===== src/rtl/ptb_pkg.sv =====
package ptb_pkg;

    typedef enum logic [1:0] {
        CH_IDLE    = 2'd0,
        CH_RUN     = 2'd1,
        CH_EXPIRED = 2'd2
    } ch_state_e;

    // byte offsets of the register window
    localparam int CTRL_OFS   = 8;
    localparam int BUF_BASE   = 12;
    localparam int BUF_STRIDE = 12;
    localparam int CMP_SKEW   = 4;

    // bit positions inside a channel nibble
    localparam int START_B    = 0;
    localparam int MUPD_B     = 1;
    localparam int INV_B      = 2;
    localparam int ARL_B      = 3;
    localparam int ARL_LAST_B = 2;

    // nibble slot of a channel: a one-slot hole follows channel 0
    function automatic int nib_index(input int ch);
        return (ch == 0) ? 0 : ch + 1;
    endfunction

endpackage


===== src/rtl/ptb_regs.sv =====
module ptb_regs
    import ptb_pkg::*;
#(
    parameter int NUM_CH = 5,
    parameter int CNT_W  = 16,
    parameter int DATA_W = 32,
    parameter int ADDR_W = 8
) (
    input  logic                         clk,
    input  logic                         rst_n,
    input  logic                         wr_en,
    input  logic [ADDR_W-1:0]            wr_addr,
    input  logic [DATA_W-1:0]            wr_data,
    output logic [NUM_CH-1:0][CNT_W-1:0] cnt_buf,
    output logic [NUM_CH-1:0][CNT_W-1:0] cmp_buf,
    output logic [NUM_CH-1:0]            start,
    output logic [NUM_CH-1:0]            mupd,
    output logic [NUM_CH-1:0]            inv,
    output logic [NUM_CH-1:0]            arl
);

    localparam int LAST = NUM_CH - 1;

    function automatic logic [DATA_W-1:0] ctrl_used();
        logic [DATA_W-1:0] m;
        m = '0;
        for (int c = 0; c < NUM_CH; c++) begin
            m[4*nib_index(c)+START_B] = 1'b1;
            m[4*nib_index(c)+MUPD_B]  = 1'b1;
            if (c == LAST) begin
                m[4*nib_index(c)+ARL_LAST_B] = 1'b1;
            end else begin
                m[4*nib_index(c)+INV_B] = 1'b1;
                m[4*nib_index(c)+ARL_B] = 1'b1;
            end
        end
        return m;
    endfunction

    localparam logic [DATA_W-1:0] CTRL_USED = ctrl_used();

    logic              ctrl_hit;
    logic [NUM_CH-1:0] cnt_hit;
    logic [NUM_CH-1:0] cmp_hit;
    logic              any_hit;
    logic              wr_data_unused;

    assign wr_data_unused = ^(wr_data & ~CTRL_USED);
    assign ctrl_hit       = wr_en && (wr_addr == ADDR_W'(CTRL_OFS));

    always_comb begin
        for (int c = 0; c < NUM_CH; c++) begin
            cnt_hit[c] = wr_en && (wr_addr == ADDR_W'(BUF_BASE + BUF_STRIDE*c));
            cmp_hit[c] = wr_en && (wr_addr == ADDR_W'(BUF_BASE + BUF_STRIDE*c + CMP_SKEW));
        end
    end

    assign any_hit = ctrl_hit | (|cnt_hit) | (|cmp_hit);

    always_ff @(posedge clk) begin
        if (!rst_n) begin
            start   <= '0;
            mupd    <= '0;
            inv     <= '0;
            arl     <= '0;
            cnt_buf <= '0;
            cmp_buf <= '0;
        end else begin
            if (ctrl_hit) begin
                for (int c = 0; c < NUM_CH; c++) begin
                    start[c] <= wr_data[4*nib_index(c)+START_B];
                    mupd[c]  <= wr_data[4*nib_index(c)+MUPD_B];
                    if (c == LAST) begin
                        inv[c] <= 1'b0;
                        arl[c] <= wr_data[4*nib_index(c)+ARL_LAST_B];
                    end else begin
                        inv[c] <= wr_data[4*nib_index(c)+INV_B];
                        arl[c] <= wr_data[4*nib_index(c)+ARL_B];
                    end
                end
            end
            for (int c = 0; c < NUM_CH; c++) begin
                if (cnt_hit[c]) cnt_buf[c] <= wr_data[CNT_W-1:0];
                if (cmp_hit[c]) cmp_buf[c] <= wr_data[CNT_W-1:0];
            end
        end
    end

    // an undecoded address leaves every register untouched
    p_stray_write_r1: assert property (@(posedge clk) disable iff (!rst_n)
        (wr_en && !any_hit) |=> ($stable(cnt_buf) && $stable(cmp_buf) &&
                                 $stable(start) && $stable(mupd) && $stable(arl)))
        else $error("stray write changed a register");

    // the timer-only channel never carries an invert bit
    p_last_no_invert_r2: assert property (@(posedge clk) disable iff (!rst_n)
        ctrl_hit |=> !inv[LAST])
        else $error("timer-only channel took an invert bit");

endmodule


===== src/rtl/ptb_channel.sv =====
module ptb_channel
    import ptb_pkg::*;
#(
    parameter int CNT_W = 16
) (
    input  logic             clk,
    input  logic             rst_n,
    input  logic             tick,
    input  logic             start,
    input  logic             mupd,
    input  logic             arl,
    input  logic             inv,
    input  logic [CNT_W-1:0] cnt_buf,
    input  logic [CNT_W-1:0] cmp_buf,
    output logic             pwm,
    output logic             zero_pulse
);

    ch_state_e        state_q, state_d;
    logic [CNT_W-1:0] cnt_q;
    logic [CNT_W-1:0] cmp_q;
    logic             at_zero;
    logic             step;
    logic             full_duty;

    assign at_zero = (cnt_q == '0);
    assign step    = (state_q == CH_RUN) && start && tick && !mupd;

    // next state
    always_comb begin
        state_d = state_q;
        unique case (state_q)
            CH_IDLE:    if (start) state_d = CH_RUN;
            CH_RUN: begin
                if (!start)                       state_d = CH_IDLE;
                else if (step && at_zero && !arl) state_d = CH_EXPIRED;
            end
            CH_EXPIRED: begin
                if (!start)    state_d = CH_IDLE;
                else if (mupd) state_d = CH_RUN;
            end
            default:    state_d = CH_IDLE;
        endcase
    end

    // state register
    always_ff @(posedge clk) begin
        if (!rst_n) state_q <= CH_IDLE;
        else        state_q <= state_d;
    end

    // counter and active compare
    always_ff @(posedge clk) begin
        if (!rst_n) begin
            cnt_q      <= '0;
            cmp_q      <= '0;
            zero_pulse <= 1'b0;
        end else begin
            zero_pulse <= step && at_zero;
            if (mupd) begin
                cnt_q <= cnt_buf;
                cmp_q <= cmp_buf;
            end else if (step) begin
                if (!at_zero) begin
                    cnt_q <= cnt_q - 1'b1;
                end else if (arl) begin
                    cnt_q <= cnt_buf;
                    cmp_q <= cmp_buf;
                end
            end
        end
    end

    // output level
    always_comb begin
        full_duty = &cmp_q;
        pwm       = ((cnt_q <= cmp_q) && !full_duty) ^ inv;
    end

    // a held manual load copies the buffers
    p_manual_copy_r3: assert property (@(posedge clk) disable iff (!rst_n)
        mupd |=> (cnt_q == $past(cnt_buf)) && (cmp_q == $past(cmp_buf)))
        else $error("manual load did not copy the buffers");

    // a zero pulse follows only a tick taken at zero
    p_pulse_origin_r4: assert property (@(posedge clk) disable iff (!rst_n)
        zero_pulse |-> ($past(at_zero) && $past(tick) && $past(start)))
        else $error("zero pulse without a zero tick");

    // a one-shot that has ended rests at zero
    p_expired_rest_r6: assert property (@(posedge clk) disable iff (!rst_n)
        (state_q == CH_EXPIRED) |-> at_zero)
        else $error("expired channel left zero");

    // all-ones compare keeps the raw level low
    p_full_duty_r8: assert property (@(posedge clk) disable iff (!rst_n)
        (&cmp_q) |-> (pwm == inv))
        else $error("all-ones compare did not give full duty");

    // a stopped channel holds its count and compare
    p_hold_stopped_r9: assert property (@(posedge clk) disable iff (!rst_n)
        (!start && !mupd) |=> ($stable(cnt_q) && $stable(cmp_q)))
        else $error("stopped channel moved");

    // without a tick the count does not move
    p_tick_gate_r11: assert property (@(posedge clk) disable iff (!rst_n)
        (!tick && !mupd) |=> $stable(cnt_q))
        else $error("count moved without a tick");

endmodule


===== src/rtl/pwm_timer_bank.sv =====
module pwm_timer_bank
    import ptb_pkg::*;
#(
    parameter int NUM_CH = 5,
    parameter int CNT_W  = 16,
    parameter int DATA_W = 32,
    parameter int ADDR_W = 8
) (
    input  logic              clk,
    input  logic              rst_n,
    input  logic              wr_en,
    input  logic [ADDR_W-1:0] wr_addr,
    input  logic [DATA_W-1:0] wr_data,
    input  logic [NUM_CH-1:0] tick,
    output logic [NUM_CH-2:0] pwm_out,
    output logic [NUM_CH-1:0] zero_pulse
);

    localparam int NUM_PIN = NUM_CH - 1;

    logic [NUM_CH-1:0][CNT_W-1:0] cnt_buf;
    logic [NUM_CH-1:0][CNT_W-1:0] cmp_buf;
    logic [NUM_CH-1:0]            start;
    logic [NUM_CH-1:0]            mupd;
    logic [NUM_CH-1:0]            inv;
    logic [NUM_CH-1:0]            arl;
    logic                         last_pin_unused;

    ptb_regs #(
        .NUM_CH (NUM_CH),
        .CNT_W  (CNT_W),
        .DATA_W (DATA_W),
        .ADDR_W (ADDR_W)
    ) u_regs (
        .clk     (clk),
        .rst_n   (rst_n),
        .wr_en   (wr_en),
        .wr_addr (wr_addr),
        .wr_data (wr_data),
        .cnt_buf (cnt_buf),
        .cmp_buf (cmp_buf),
        .start   (start),
        .mupd    (mupd),
        .inv     (inv),
        .arl     (arl)
    );

    for (genvar c = 0; c < NUM_CH; c++) begin : g_ch
        if (c < NUM_PIN) begin : g_pin
            ptb_channel #(.CNT_W(CNT_W)) u_ch (
                .clk        (clk),
                .rst_n      (rst_n),
                .tick       (tick[c]),
                .start      (start[c]),
                .mupd       (mupd[c]),
                .arl        (arl[c]),
                .inv        (inv[c]),
                .cnt_buf    (cnt_buf[c]),
                .cmp_buf    (cmp_buf[c]),
                .pwm        (pwm_out[c]),
                .zero_pulse (zero_pulse[c])
            );
        end else begin : g_timer
            ptb_channel #(.CNT_W(CNT_W)) u_ch (
                .clk        (clk),
                .rst_n      (rst_n),
                .tick       (tick[c]),
                .start      (start[c]),
                .mupd       (mupd[c]),
                .arl        (arl[c]),
                .inv        (inv[c]),
                .cnt_buf    (cnt_buf[c]),
                .cmp_buf    (cmp_buf[c]),
                .pwm        (last_pin_unused),
                .zero_pulse (zero_pulse[c])
            );
        end
    end

    // nothing pulses in the first cycle out of reset
    p_quiet_after_reset_r10: assert property (@(posedge clk)
        $rose(rst_n) |-> (zero_pulse == '0))
        else $error("zero pulse right after reset");

endmodule


===== config.mk =====
export PLATFORM = sky130hd
export DESIGN_NAME = pwm_timer_bank
export DESIGN_NICKNAME = d
export VERILOG_FILES = /design/src/rtl/ptb_pkg.sv /design/src/rtl/ptb_regs.sv /design/src/rtl/ptb_channel.sv /design/src/rtl/pwm_timer_bank.sv
export SDC_FILE = /design/constraint.sdc
export NUM_CORES = 1
export LEC_CHECK = 0
export CAP_MARGIN = 20
export CORE_MARGIN = 4
export CORE_UTILIZATION = 36
export DETAILED_ROUTE_END_ITERATION = 16
export HOLD_SLACK_MARGIN = 0.08
export SLEW_MARGIN = 30
export SYNTH_ARGS = -nofsm -noshare
export SYNTH_HDL_FRONTEND = slang
export SYNTH_HIERARCHICAL = 1
export SYNTH_SLANG_ARGS = --single-unit

===== constraint.sdc =====
create_clock -name clk -period 2.6 [get_ports clk]
set_clock_uncertainty 0.2 [all_clocks]
set_input_delay 0.52 -clock clk [delete_from_list [all_inputs] [get_ports clk]]
set_output_delay 0.52 -clock clk [all_outputs]
set_load 0.05 [all_outputs]

# Yosys cells after proc, flatten, opt, wreduce, memory -nomap -nowiden
# Index checks and enable logic that the tools add are counted.
[totals] reg_bits=322 in_bits=48 word_cells=245 output_inout_bits=9
[classes] bitwise_logic=4 n_eq_ne=40 muxes=66 magnitude_cmp=4 add_sub_neg=5 n_reduce_logical=94
[ops] cell="two-way mux 16 bit" n=36
[ops] cell="zero test 16 bit" n=5
[ops] cell="subtractor 16 x 1 -> 16 bit, second input constant" n=5
[ops] cell="<= comparator 16 bit" n=4
[ops] cell="AND reduction 16 bit" n=4
[ops] cell="two-way mux 2 bit" n=25
[ops] cell="inequality test 3 bit, second input constant" n=15
[ops] cell="== test 8 x 6 -> 1 bit, second input constant" n=5
[ops] cell="logical AND 1 bit" n=39
[ops] cell="one-hot mux 2 bit (3 select lines)" n=5
[ops] cell="AND reduction 3 bit" n=9
[ops] cell="nonzero test 2 bit" n=13
[ops] cell="== test 8 x 5 -> 1 bit, second input constant" n=3
[ops] cell="== test 8 x 4 -> 1 bit, second input constant" n=2
[ops] cell="zero test 1 bit" n=14
[ops] cell="== test 2 x 1 -> 1 bit, second input constant" n=5
[ops] cell="== test 2 bit, second input constant" n=5
[ops] cell="zero test 2 bit" n=5
[ops] cell="inequality test 2 bit, second input constant" n=5
[ops] cell="AND reduction 2 bit" n=5
[ops] cell="XOR 1 bit" n=4

# Depth between registers and ports, before layout
# Gate-level depths: netlist of the first run.
[depth] ltp_word=9 depth_mapped=9 depth_no_buf=7

# By module
# Netlist of the first run, hierarchy kept.
[by_module_without_submodules] module="ptb_channel at g_ch[1].g_pin.u_ch ..." seq_area_each_um2=700.7 cells_per_inst=276 instances=3 area_each_um2=2307.2
[by_module_without_submodules] module="ptb_regs" seq_area_each_um2=3583.4 cells_per_inst=634 instances=1 area_each_um2=6700.2
[by_module_without_submodules] module="ptb_channel at g_ch[0].g_pin.u_ch" seq_area_each_um2=700.7 cells_per_inst=273 instances=1 area_each_um2=2314.7
[by_module_without_submodules] module="ptb_channel at g_ch[4].g_timer.u_ch" seq_area_each_um2=700.7 cells_per_inst=271 instances=1 area_each_um2=2267.2

# Least setup slack after synthesis of the first run
# OpenSTA, ideal clock, no wires.
[synth_timing] kind="reg-to-output" from="register g_ch[1].g_pin.u_ch.cnt_q[11]" to="output pwm_out[1]" path_slack_ns=-0.434 required_ns=1.880 path_buffers=0 path_stages_with_launch=7 t_arrival_ns=2.314 cell_sequence="dfxtp_1 ha_1 nand4_1 or4_1 nor3_1 a31oi_1 xnor2_1"
[synth_via] elab_chain_len=3
[synth_rtl] item="from (decl)" line="ptb_channel.sv:20" source="logic [CNT_W-1:0] cnt_q;"
[synth_rtl] item="from (signal assigned)" line="ptb_channel.sv:61" source="cnt_q <= cnt_buf;"
[synth_rtl] item="from (signal assigned)" line="ptb_channel.sv:65" source="cnt_q <= cnt_q - 1'b1;"
[synth_rtl] item="from (signal assigned)" line="ptb_channel.sv:67" source="cnt_q <= cnt_buf;"
[synth_rtl] item="<= comparator 16 bit" line="ptb_channel.sv:77" source="pwm = ((cnt_q <= cmp_q) && !full_duty) ^ inv;"
[synth_rtl] item="logical AND 1 bit" line="ptb_channel.sv:77"
[synth_rtl] item="XOR 1 bit" line="ptb_channel.sv:77"
[synth_rtl] item="to (decl)" line="pwm_timer_bank.sv:15" source="output logic [NUM_CH-2:0] pwm_out,"
# Every way passes these cells.

# Worst setup path in the final report of the first run
[layout_timing] from="register g_ch[3].g_pin.u_ch.cmp_q[9]" to="output pwm_out[3]"
[layout_via] elab_chain_len=4 word_cells_on_any_way=5 classes_between="order compare: 1; bitwise: 1; reduce/logical: 3"
[layout_rtl] item="from (decl)" line="ptb_channel.sv:21" source="logic [CNT_W-1:0] cmp_q;"
[layout_rtl] item="from (signal assigned)" line="ptb_channel.sv:62" source="cmp_q <= cmp_buf;"
[layout_rtl] item="from (signal assigned)" line="ptb_channel.sv:68" source="cmp_q <= cmp_buf;"
[layout_rtl] item="branches (longest 2 deep; another with <= comparator 16 bit)"
[layout_rtl] item="logical AND 1 bit (*)" line="ptb_channel.sv:77"
[layout_rtl] item="XOR 1 bit (*)" line="ptb_channel.sv:77"
# Mark *: on every way between the ends.

==> results of run 1 <==
-- power groups by stage --
stage / registers (mW) / clock network (mW) / logic (mW)
global placement: 5.05 / 0 / 0.350
floorplan: 5.05 / 0 / 0.151
finish: 4.94 / 5.30 / 0.349
global route: 4.93 / 5.64 / 0.368
detailed placement: 5.05 / 0 / 0.351
CTS: 4.94 / 5.44 / 0.352
-- critical path: stages, from the launching register on --
cell and delay [ns]:
sky130_fd_sc_hd__dfxtp_2 0.33, sky130_fd_sc_hd__inv_2 0.04, sky130_fd_sc_hd__ha_4 0.25, sky130_fd_sc_hd__nand4_1 0.16, sky130_fd_sc_hd__or4_4 0.57, sky130_fd_sc_hd__a21o_1 0.21, sky130_fd_sc_hd__a31oi_4 0.23, sky130_fd_sc_hd__xnor2_2 0.16
sky130_fd_sc_hd__buf_12 0.16
-- path summary, 6_finish.rpt --
path	to	slack (ns)	cells past startpoint
worst max register to register	g_ch[0].g_pin.u_ch/cnt_q[3]$_SDFFE_PN0P_	0.06	6
worst min-delay path	g_ch[2].g_pin.u_ch/zero_pulse$_SDFF_PN0_	0.25	3
worst min register to register	u_regs/cmp_buf[35]$_SDFFE_PN0P_	0.26	2
worst max-delay path	pwm_out[3]	-0.76	8
-- cell usage in the layout, fill, tap and decap left out, types with 9 or more instances in the layout --
| cell type | instances |
|---|---|
| sky130_fd_sc_hd__nand3_1 | 9 |
| sky130_fd_sc_hd__buf_4 | 195 |
| sky130_fd_sc_hd__clkdlybuf4s50_1 | 42 |
| sky130_fd_sc_hd__nor4_1 | 9 |
| sky130_fd_sc_hd__ha_1 | 50 |
| sky130_fd_sc_hd__a21oi_1 | 89 |
| sky130_fd_sc_hd__nand4b_1 | 12 |
| sky130_fd_sc_hd__mux2i_1 | 284 |
| sky130_fd_sc_hd__or4_4 | 11 |
| sky130_fd_sc_hd__or3_1 | 36 |
| sky130_fd_sc_hd__ha_4 | 24 |
| sky130_fd_sc_hd__o21ai_0 | 26 |
| sky130_fd_sc_hd__inv_1 | 68 |
| sky130_fd_sc_hd__and4b_1 | 9 |
| sky130_fd_sc_hd__dfxtp_2 | 35 |
| sky130_fd_sc_hd__nor2_1 | 82 |
| sky130_fd_sc_hd__nor3_1 | 42 |
| sky130_fd_sc_hd__a31oi_1 | 15 |
| sky130_fd_sc_hd__dfxtp_1 | 286 |
| sky130_fd_sc_hd__a211oi_1 | 9 |
| sky130_fd_sc_hd__o22ai_1 | 49 |
| sky130_fd_sc_hd__nor2b_1 | 75 |
| sky130_fd_sc_hd__nand2_1 | 282 |
| sky130_fd_sc_hd__nand4_1 | 39 |
| sky130_fd_sc_hd__clkbuf_16 | 40 |
| sky130_fd_sc_hd__or2_2 | 13 |
| sky130_fd_sc_hd__nand2b_1 | 14 |
| sky130_fd_sc_hd__a21o_1 | 9 |
| sky130_fd_sc_hd__inv_2 | 16 |
| sky130_fd_sc_hd__buf_12 | 28 |
-- cell type report --
class | count | area (um^2) | share of cell area (%)
clock buffer | 51 | 1080 | 5.14
clock inverter | 13 | 148 | 0.702
inverter | 84 | 315 | 1.50
multi-input combinational | 1323 | 9740 | 46.3
sequential | 322 | 6490 | 30.9
tap | 600 | 751 | 3.57
timing repair buffer | 268 | 2500 | 11.9
-- state kept, by name, summed over array words and instances (netlist names) --
signal                        flops
u_regs/cnt_buf                   80
g_ch.g_pin.u_ch/cmp_q            64
g_ch.g_pin.u_ch/cnt_q            64
u_regs/cmp_buf                   64
g_ch.g_timer.u_ch/cnt_q          16
g_ch.g_pin.u_ch/state_q           8
u_regs/arl                        5
u_regs/mupd                       5
u_regs/start                      5
g_ch.g_pin.u_ch/zero_pulse        4
u_regs/inv                        4
g_ch.g_timer.u_ch/state_q         2
g_ch.g_timer.u_ch/zero_pulse      1
-- stage by stage --
step | hold slack, ns | instance area, um^2
CTS | 0.219 | 20800
global route | 0.245 | 21000
finish | 0.254 | 21000
global placement | 0.242 | 19300
detailed placement | 0.249 | 19300
floorplan | 0.234 | 16600
-- layer usage --
layer	up-vias	global-route usage, %
met4	0	6.18
met5	-	0
li1	6947	-
met1	6787	23.6
met3	85	2.14
met2	273	29.7
-- what timing repair did --
action / in CTS / in global routing
hold endpoints to repair: 0 / 0
resized for setup: 48 / 49
cloned: 0 / 1
endpoints found under the setup margin: 6 / 31
buffers inserted: 4 / 4
pin swaps: 18 / 18
==> metrics list, run 1 <==
- The net count of the finished layout is 2,158.
* Path type of the worst setup path: reg -> out
- Maximum level of the CTS H-tree: 2
- Setup crit start: g_ch[3].g_pin.u_ch/cmp_q[9]$_SDFFE_PN0P_
- Kind of end point of the critical path: primary output
* Metal1 wirelength: 21,400 um
* Post-Synthesis Mean Instance Area: 9.03 um^2
- Non-Filler Instances: 2,661
- Synthesis produced a netlist whose cell count is 1,839.
- In this run the worst path has a maximum fanout of 2.
- Summed over all nets, the switching power comes to 2.33 mW.
- Maximum clock frequency: 298 MHz
- Origin of the critical flop-to-flop path: g_ch[0].g_pin.u_ch/cnt_q[7]$_SDFFE_PN0P_
* Total I/O pin count: 57
- Global-route wire length before repair: 72,300 um
- Final worst-path setup slack: -0.760 ns
- Counting tap cells, the placed design contains a total of 2,590 instances.
- The flow ran to the end, but the final reports show violations.
- Dividing the detail-routed wire length by the instance count gives 17.3 um.
- At the worst endpoint, the required time is 1.88 ns.
- During synthesis, Yosys emitted a total of 6 warnings.
* Via count: 14,100
* DRT iter0 DRCs: 819
- At the pin with the least slew margin, the transition time is 0.640 ns.
* Starting Density: 36.5%
- The clock net in this run drives a total of 322 sinks.
- Total gr overflow: 0
* Via density per instance: 5.30
* Setup TNS: -2.92 ns
- The internal portion of the total power is 8.26 mW.
- The tool flagged a number of max-cap violations equal to 0.
- Share of power burned in registers: 46.6%
- Final setup fails: 4
- DRC violation count after routing: 0
* Die height: 223 um
- The startpoint identified for the worst hold timing path is rst_n.
* RSZ-0062 raised after global routing: yes
* Hold Path Class: in -> reg
- Area of the die: 49,600 um^2
* Highest routing layer actually used: met4
- Iteration count of the initial detailed-routing pass: 5
- In this run the remaining antenna-violating nets after routing total 0.
- Worst Path Arrival: 2.64 ns
* Overall routed net length: 46,100 um
* Share of the clock period used by the worst path after layout: 129%
- Worst-case clock buffer depth: 3
* Cell Pwr Density: 504 nW/um^2
- Entering global routing, the biggest net connects 73 pins.
* Post-route minimum period: 3.36 ns
* HPWL reported at the end of detailed placement: 31,000 um
- Kind of start point of the critical path: flip-flop
- The floorplan step set the die width to 223 um.
* All-Layer GR Usage: 17.7%
- Area overhead of the layout relative to synthesis: 26.6%
- Measured on the finished design, the core utilization comes to 46.2%.
* Leakage Power: 9.16 nW
- Part of the total power dissipated in combinational logic: 3.3%
- The number of max-slew violations in the final report is 0.
- Number of buffers inserted by port buffering: 47
- Routed wl met2: 21,500 um
- Worst IR Drop VDD: 0.409 mV
* Clk pwr share: 50.1%
- The final hold violation count was 0.
- Switching Fraction: 22.0%
- Final GP Congestion: 0.882
- Clock insertion delay at the later pin of the skew report: 0.53 ns
- The design draws 10.6 mW.
- Met3 WL post-DR: 1660 um
* Headroom to the max-slew limit: 57.3%
- TritonCTS created 37 clock buffers.
- Clock transition at path regs: 0.06 ns
* Share of layout cells above drive strength 1: 21.2%
* Number of global-route vias before repair: 13,600
- The total area inside the core boundary comes to 45,500 um^2.
- The checks that failed: setup timing.
- Clock tree from TritonCTS: yes
- Counting the fill cells in the layout gives 4,340.
- Library cell used as clock root buffer: sky130_fd_sc_hd__clkbuf_16
- The synthesized netlist occupies a cell area of 16,600 um^2.
- The number of antenna violations at the first check in global routing was 0.
* Antenna diode count: 0
- Prior to clock tree synthesis, the placed netlist has a worst setup slack of -0.347 ns.
- Nets in the synthesized netlist: 1,961
- In this run the core area contains 78 standard-cell rows.
- Number of buffers inserted for hold repair after clock tree synthesis: 0
Note: power is estimated with default switching activity, not from simulation.
==> inputs of run 2 (changes only) <==
Settings changed: DONT_BUFFER_PORTS from default to 1.
==> metrics list, run 2 (synthesis gave the netlist of run 1 again) <==
* Status: finished with violations
- Failing checks: setup timing
- Pin count of the biggest net entering global routing: 221
- At the later pin of the worst-skew pair, clock insertion delay measures 0.54 ns.
- Number of sinks handled by clock tree synthesis: 322
- Share of the clock period used by the worst path after layout: 131%
* Placed insts: 2,512
- The worst pin sits at a relative slew slack of 40.1%.
* Hold Path Class: in -> reg
- Post-route minimum period: 3.40 ns
- Clock transition at path regs: 0.06 ns
- Walking the worst path, the cells encountered are inv_1 -> ha_1 -> nand2_2 -> or4_4 -> a21o_1 -> a31oi_2 -> buf_4 -> xnor2_4 -> buf_12.
- Library cell used as clock root buffer: sky130_fd_sc_hd__clkbuf_16
* Cell Pwr Density: 465 nW/um^2
* Area overhead of the layout relative to synthesis: 34.1%
- Global-route wire length before repair: 76,100 um
- The analysis attributes to cell leakage a power of 9.11 nW.
- Largest register FFs: 80
- Number of buffers inserted by port buffering: 0
- Most common cell after layout, fill and taps aside: sky130_fd_sc_hd__mux2i_1
- Non-Filler Instances: 2,785
- Standard cell with the maximum stage delay on the critical path: sky130_fd_sc_hd__or4_4
- All-Layer GR Usage: 18.6%
- Total I/O pin count: 57
* Top library cells by usage in the layout, fill and taps aside: 285 x sky130_fd_sc_hd__mux2i_1, 280 x sky130_fd_sc_hd__nand2_1, 279 x sky130_fd_sc_hd__dfxtp_1, 201 x sky130_fd_sc_hd__dlygate4sd3_1, 171 x sky130_fd_sc_hd__buf_4
- Post-route cell area: 22,300 um^2
* Cell Area, Placed: 18,500 um^2
* Kind of start point of the critical path: flip-flop
- Antenna diode count: 0
- Measured along the y axis, the die boundary spans 223 um.
- Via density per instance: 5.29
* Kind of end point of the critical path: primary output
- Final worst-path setup slack: -0.798 ns
- The final hold violation count came to 0.
* Clock tree from TritonCTS: yes
- Setup crit start: g_ch[3].g_pin.u_ch/cmp_q[7]$_SDFFE_PN0P_
* Total gr overflow: 0
* Worst-case clock buffer depth: 3
- Timing would allow up to 294 MHz.
- Overall routed net length: 48,000 um
- Detailed routing inserted a total of 14,700 vias.
- Setup repair after global routing could not meet its margin everywhere.
* Path type of the worst setup path: reg -> out
* Pins Over Slew Limit: 0
- In the final design database the tool counted 2,284 nets.
* Initial antenna violation count: 0
- After detailed routing, the number of remaining DRC violations is 0.
* Starting Density: 36.5%
- In this run the core area contains 78 standard-cell rows.
- Ranked by flip-flop count, first place goes to u_regs/cnt_buf.
- CP Max Fanout: 2
* Core box area: 45,500 um^2
- The first TritonRoute pass finished after 5 iterations.
- Worst IR Drop VDD: 0.360 mV
* Origin of the critical flop-to-flop path: g_ch[0].g_pin.u_ch/cnt_q[7]$_SDFFE_PN0P_
* Worst Path Arrival: 2.68 ns
- Max incr delay on CP: 0.56 ns
- Final GP Congestion: 0.847
- Number of nets with antenna violations after detailed routing: 0
- Tightest Pin Transition: 0.896 ns
* Number of CTS-inserted buffers: 37
- Across the run, the number of max-cap violations was 0.
- Share of layout cells above drive strength 1: 18.7%
- Final setup fails: 4
- Dividing the detail-routed wire length by the instance count gives 17.2 um.
- STA puts the critical path data required time at 1.88 ns.
- The die covers 49,600 um^2.
- The worst hold path begins at tick[1].
- Detailed placement finished with a half-perimeter wire length of 29,700 um.
- After the first detailed-routing iteration, the DRC count stood at 741.
- Number of global-route vias before repair: 14,900
- CTS built an H-tree with a depth of 2.
- From left edge to right edge, the die measures 223 um.
==> run 2: cell types whose count changed in the layout (fill, tap and decap cells not counted), sizes merged <==
cell	previous run	this run
buf	225	193
clkdlybuf4s50	42	0
clkinv	8	4
clkinvlp	0	2
dlygate4sd3	0	201
inv	86	85
==> run 2: critical path, delay by kind of cell (launching register included) <==
kind | cells | cell delay (ns)
AO/OA/AOI/OAI | 2 | 0.40
XOR/XNOR | 1 | 0.12
adder cells (fa/ha/maj) | 1 | 0.30
buffers and inverters | 3 | 0.36
flip-flops | 1 | 0.33
AND/OR/NAND/NOR | 2 | 0.63
==> run 2: worst paths after layout <==
| path | end | slack (ns) | cells past startpoint |
|---|---|---|---|
| worst max register to register | g_ch[0].g_pin.u_ch/state_q[0]$_SDFFE_PN0P_ | 0.07 | 8 |
| worst min register to register | u_regs/cmp_buf[19]$_SDFFE_PN0P_ | 0.26 | 2 |
| worst min-delay path | g_ch[1].g_pin.u_ch/state_q[0]$_SDFFE_PN0P_ | 0.10 | 3 |
| worst max-delay path | pwm_out[3] | -0.80 | 9 |
==> run 2: area by class of cell <==
class                           instances  area [um^2]
Fill cell                            4229        23200
Multi-Input combinational cell       1323         9780
Sequential cell                       322         6500
Timing Repair Buffer                  394         3730
Clock buffer                           52         1050
Tap cell                              600          751
Inverter                               84          315
Clock inverter                         10          138
==> run 2: per-stage QoR <==
step	hold WS [ns]	TNS, ns	setup WS, ns	utilization (%)	total power [mW]
4_1_cts	0.0858	-2.96	-0.769	48.4	10.5
3_5_place_dp	0.251	-1.08	-0.345	40.6	5.21
5_1_grt	0.131	-3.23	-0.861	49.0	10.7
2_1_floorplan	0.234	-0.491	-0.131	-	5.20
3_3_place_gp	0.241	-0.994	-0.262	40.6	5.21
6_report	0.102	-2.86	-0.798	49.0	10.4
==> run 2: per-layer routing <==
metal  up-vias  track usage, %  share of wire, %  routed length (um)
li1       7198               -                 -                   -
met1      7169            22.9                44               21200
met2       263            32.8                48               23300
met3        90            2.96               3.9                1880
met4         0            6.94               3.4                1660
met5         -               0                 0                   0
==> run 2: where the power goes <==
group / switching [mW] / leakage, nW / internal (mW)
logic: 0.149 / 5.92 / 0.0697
registers: 0.00246 / 2.61 / 4.94
clock network: 2.08 / 0.577 / 3.12
==> run 2: what timing repair did <==
action                                  4_1_cts  5_1_grt
resized for setup                            52       54
buffers inserted                              3        6
endpoints found under the setup margin        4       13
hold endpoints to repair                    318        0
pin swaps                                    16       16
hold buffers                                202        0
==> inputs of run 3 (changes only) <==
Settings changed: PLACE_DENSITY_LB_ADDON from default to 0.2, RECOVER_POWER from default to 50, SLEW_MARGIN 30 to 20.
==> metrics list, run 3 (synthesis gave the netlist of run 1 again) <==
- After detailed routing, the average wire length per cell comes to 17.7 um.
- For the pin with the worst max-slew slack, the measured transition is 1.39 ns.
* Number of buffers inserted by port buffering: 0
- Final hold violation count: 0
* All-Layer GR Usage: 19.6%
* Clock tree from TritonCTS: yes
- Largest register FFs: 80
* Share of the clock period used by the worst path after layout: 130%
* Share of layout cells above drive strength 1: 17.3%
* Starting Density: 36.5%
* Path type of the worst setup path: reg -> out
* Number of global-route vias before repair: 14,700
* Failing checks: setup timing
- Worst-case clock buffer depth: 3
* DRC violation count after routing: 0
- Net total in the final layout: 2,303
* Global-route wire length before repair: 79,200 um
- The die covers 49,600 um^2.
- Setup repair after global routing could not meet its margin everywhere.
- Post-placement worst setup slack: -0.306 ns
* Post-route worst hold slack: 0.120 ns
- Total gr overflow: 0
- Via density per instance: 5.24
- Via count: 14,700
* Die height: 223 um
* Library cell used as clock root buffer: sky130_fd_sc_hd__clkbuf_16
- Non-Filler Instances: 2,810
- Status: finished with violations
* Leakage Power: 9.22 nW
- Clock latency on the worst-skew pair, taken at its later pin, is 0.55 ns.
* Final setup fails: 8
- The first routing iteration left 753 violations.
- WP buf/inv: 3
- Number of CTS-inserted buffers: 38
- The worst pin sits at a relative slew slack of 7.43%.
- Total power: 10.8 mW
* Antenna diode count: 0
* Ordered cell list for the critical path: inv_2 -> ha_4 -> nand4_1 -> or4_4 -> a21o_1 -> a31oi_2 -> buf_4 -> xnor2_4 -> buf_12
- 57 I/O pins were placed.
- The detail route stage leaves a number of antenna-violating nets equal to 0.
* Most common cell after layout, fill and taps aside: sky130_fd_sc_hd__dfxtp_1
* Clock transition at path regs: 0.06 ns
- Routability-driven placement finished with a final weighted congestion of 0.851.
- Top library cells by usage in the layout, fill and taps aside: 298 x sky130_fd_sc_hd__dfxtp_1, 285 x sky130_fd_sc_hd__mux2i_1, 281 x sky130_fd_sc_hd__nand2_1, 204 x sky130_fd_sc_hd__dlygate4sd3_1, 185 x sky130_fd_sc_hd__buf_4
- Number of cell rows: 78
- Post-route cell area: 22,200 um^2
- Worst Path Arrival: 2.66 ns
* Number of sinks handled by clock tree synthesis: 322
* Maximum level of the CTS H-tree: 2
- Final worst-path setup slack: -0.775 ns
* Number of violations of the max-capacitance limit: 0
* Cell Area, Placed: 18,500 um^2
* Pin count of the biggest net entering global routing: 219
- Standard cell with the maximum stage delay on the critical path: sky130_fd_sc_hd__or4_4
- Cell Pwr Density: 488 nW/um^2
- Maximum clock frequency: 296 MHz
* CP Max Fanout: 3
- The path class of the tightest hold or removal check is in -> reg.
- For this run, the detailed router's first-pass iteration total came to 5.
- The worst-case IR drop observed on VDD is 0.429 mV.
* Overall routed net length: 49,900 um
- STA classifies the critical path startpoint as a flip-flop.
* Core box area: 45,500 um^2
- The worst path in the final design needs a cycle of 3.38 ns, including I/O delays and setup.
* Pins Over Slew Limit: 0
- Grouping stages by cell kind, the critical path spends the most delay in simple AND/OR/NAND/NOR gates.
* Biggest register: u_regs/cnt_buf
- Floorplan die width: 223 um
- The largest single stage delay on the critical path is 0.56 ns.
- Kind of end point of the critical path: primary output
- WP data required: 1.88 ns
* HPWL reported at the end of detailed placement: 30,500 um
- Area overhead of the layout relative to synthesis: 33.7%
- Initial antenna violation count: 1
- After detailed placement, the design holds a cell count of 2,531.
run 3: per-stage QoR:
stage	utilization (%)	TNS (ns)
2_1_floorplan	-	-0.491
3_3_place_gp	40.8	-0.894
3_5_place_dp	40.8	-0.938
4_1_cts	48.9	-3.00
5_1_grt	48.8	-4.72
6_report	48.8	-3.41
run 3: worst min-delay path: stages:
cell	delay, ns
sky130_fd_sc_hd__nand4_1	0.08
sky130_fd_sc_hd__nand4b_1	0.13
sky130_fd_sc_hd__a21boi_0	0.08
run 3: final cells by class:
cell class,count,area (um^2)
Clock buffer,56,1150
Fill cell,4344,23300
Inverter,84,315
Timing Repair Buffer,412,3770
Multi-Input combinational cell,1323,9560
Clock inverter,13,178
Sequential cell,322,6480
Tap cell,600,751
run 3: repair_timing:
action | 4_1_cts | 5_1_grt
pin swaps | 23 | 5
setup buffers | 2 | 3
endpoints found under the setup margin | 5 | 28
hold endpoints to repair | 318 | 0
hold buffers | 205 | 0
gates cloned | 0 | 0
resized for setup | 54 | 13
run 3: path summary, 6_finish.rpt:
kind / startpoint / endpoint / slack [ns] / depth (start not counted)
max: g_ch[2].g_pin.u_ch/cmp_q[11]$_SDFFE_PN0P_ / pwm_out[2] / -0.78 / 9
min: tick[0] / g_ch[0].g_pin.u_ch/state_q[0]$_SDFFE_PN0P_ / 0.12 / 3
max reg2reg: g_ch[1].g_pin.u_ch/cnt_q[8]$_SDFFE_PN0P_ / g_ch[1].g_pin.u_ch/cnt_q[14]$_SDFFE_PN0P_ / -0.02 / 6
min reg2reg: u_regs/cmp_buf[31]$_SDFFE_PN0P_ / u_regs/cmp_buf[31]$_SDFFE_PN0P_ / 0.26 / 2
run 3: report_power, final:
group	total [mW]	switching (mW)	internal, mW
sequential	4.94	0.00232	4.94
clock	5.67	2.19	3.48
combinational	0.227	0.153	0.0740
run 3: routing by layer:
layer	part of all wire [%]	GRT usage [%]	vias up
met5	0	0	-
met4	3.3	7.16	0
met2	47	33.2	260
met1	46	25.3	7119
met3	3.8	3.04	94
li1	-	-	7250
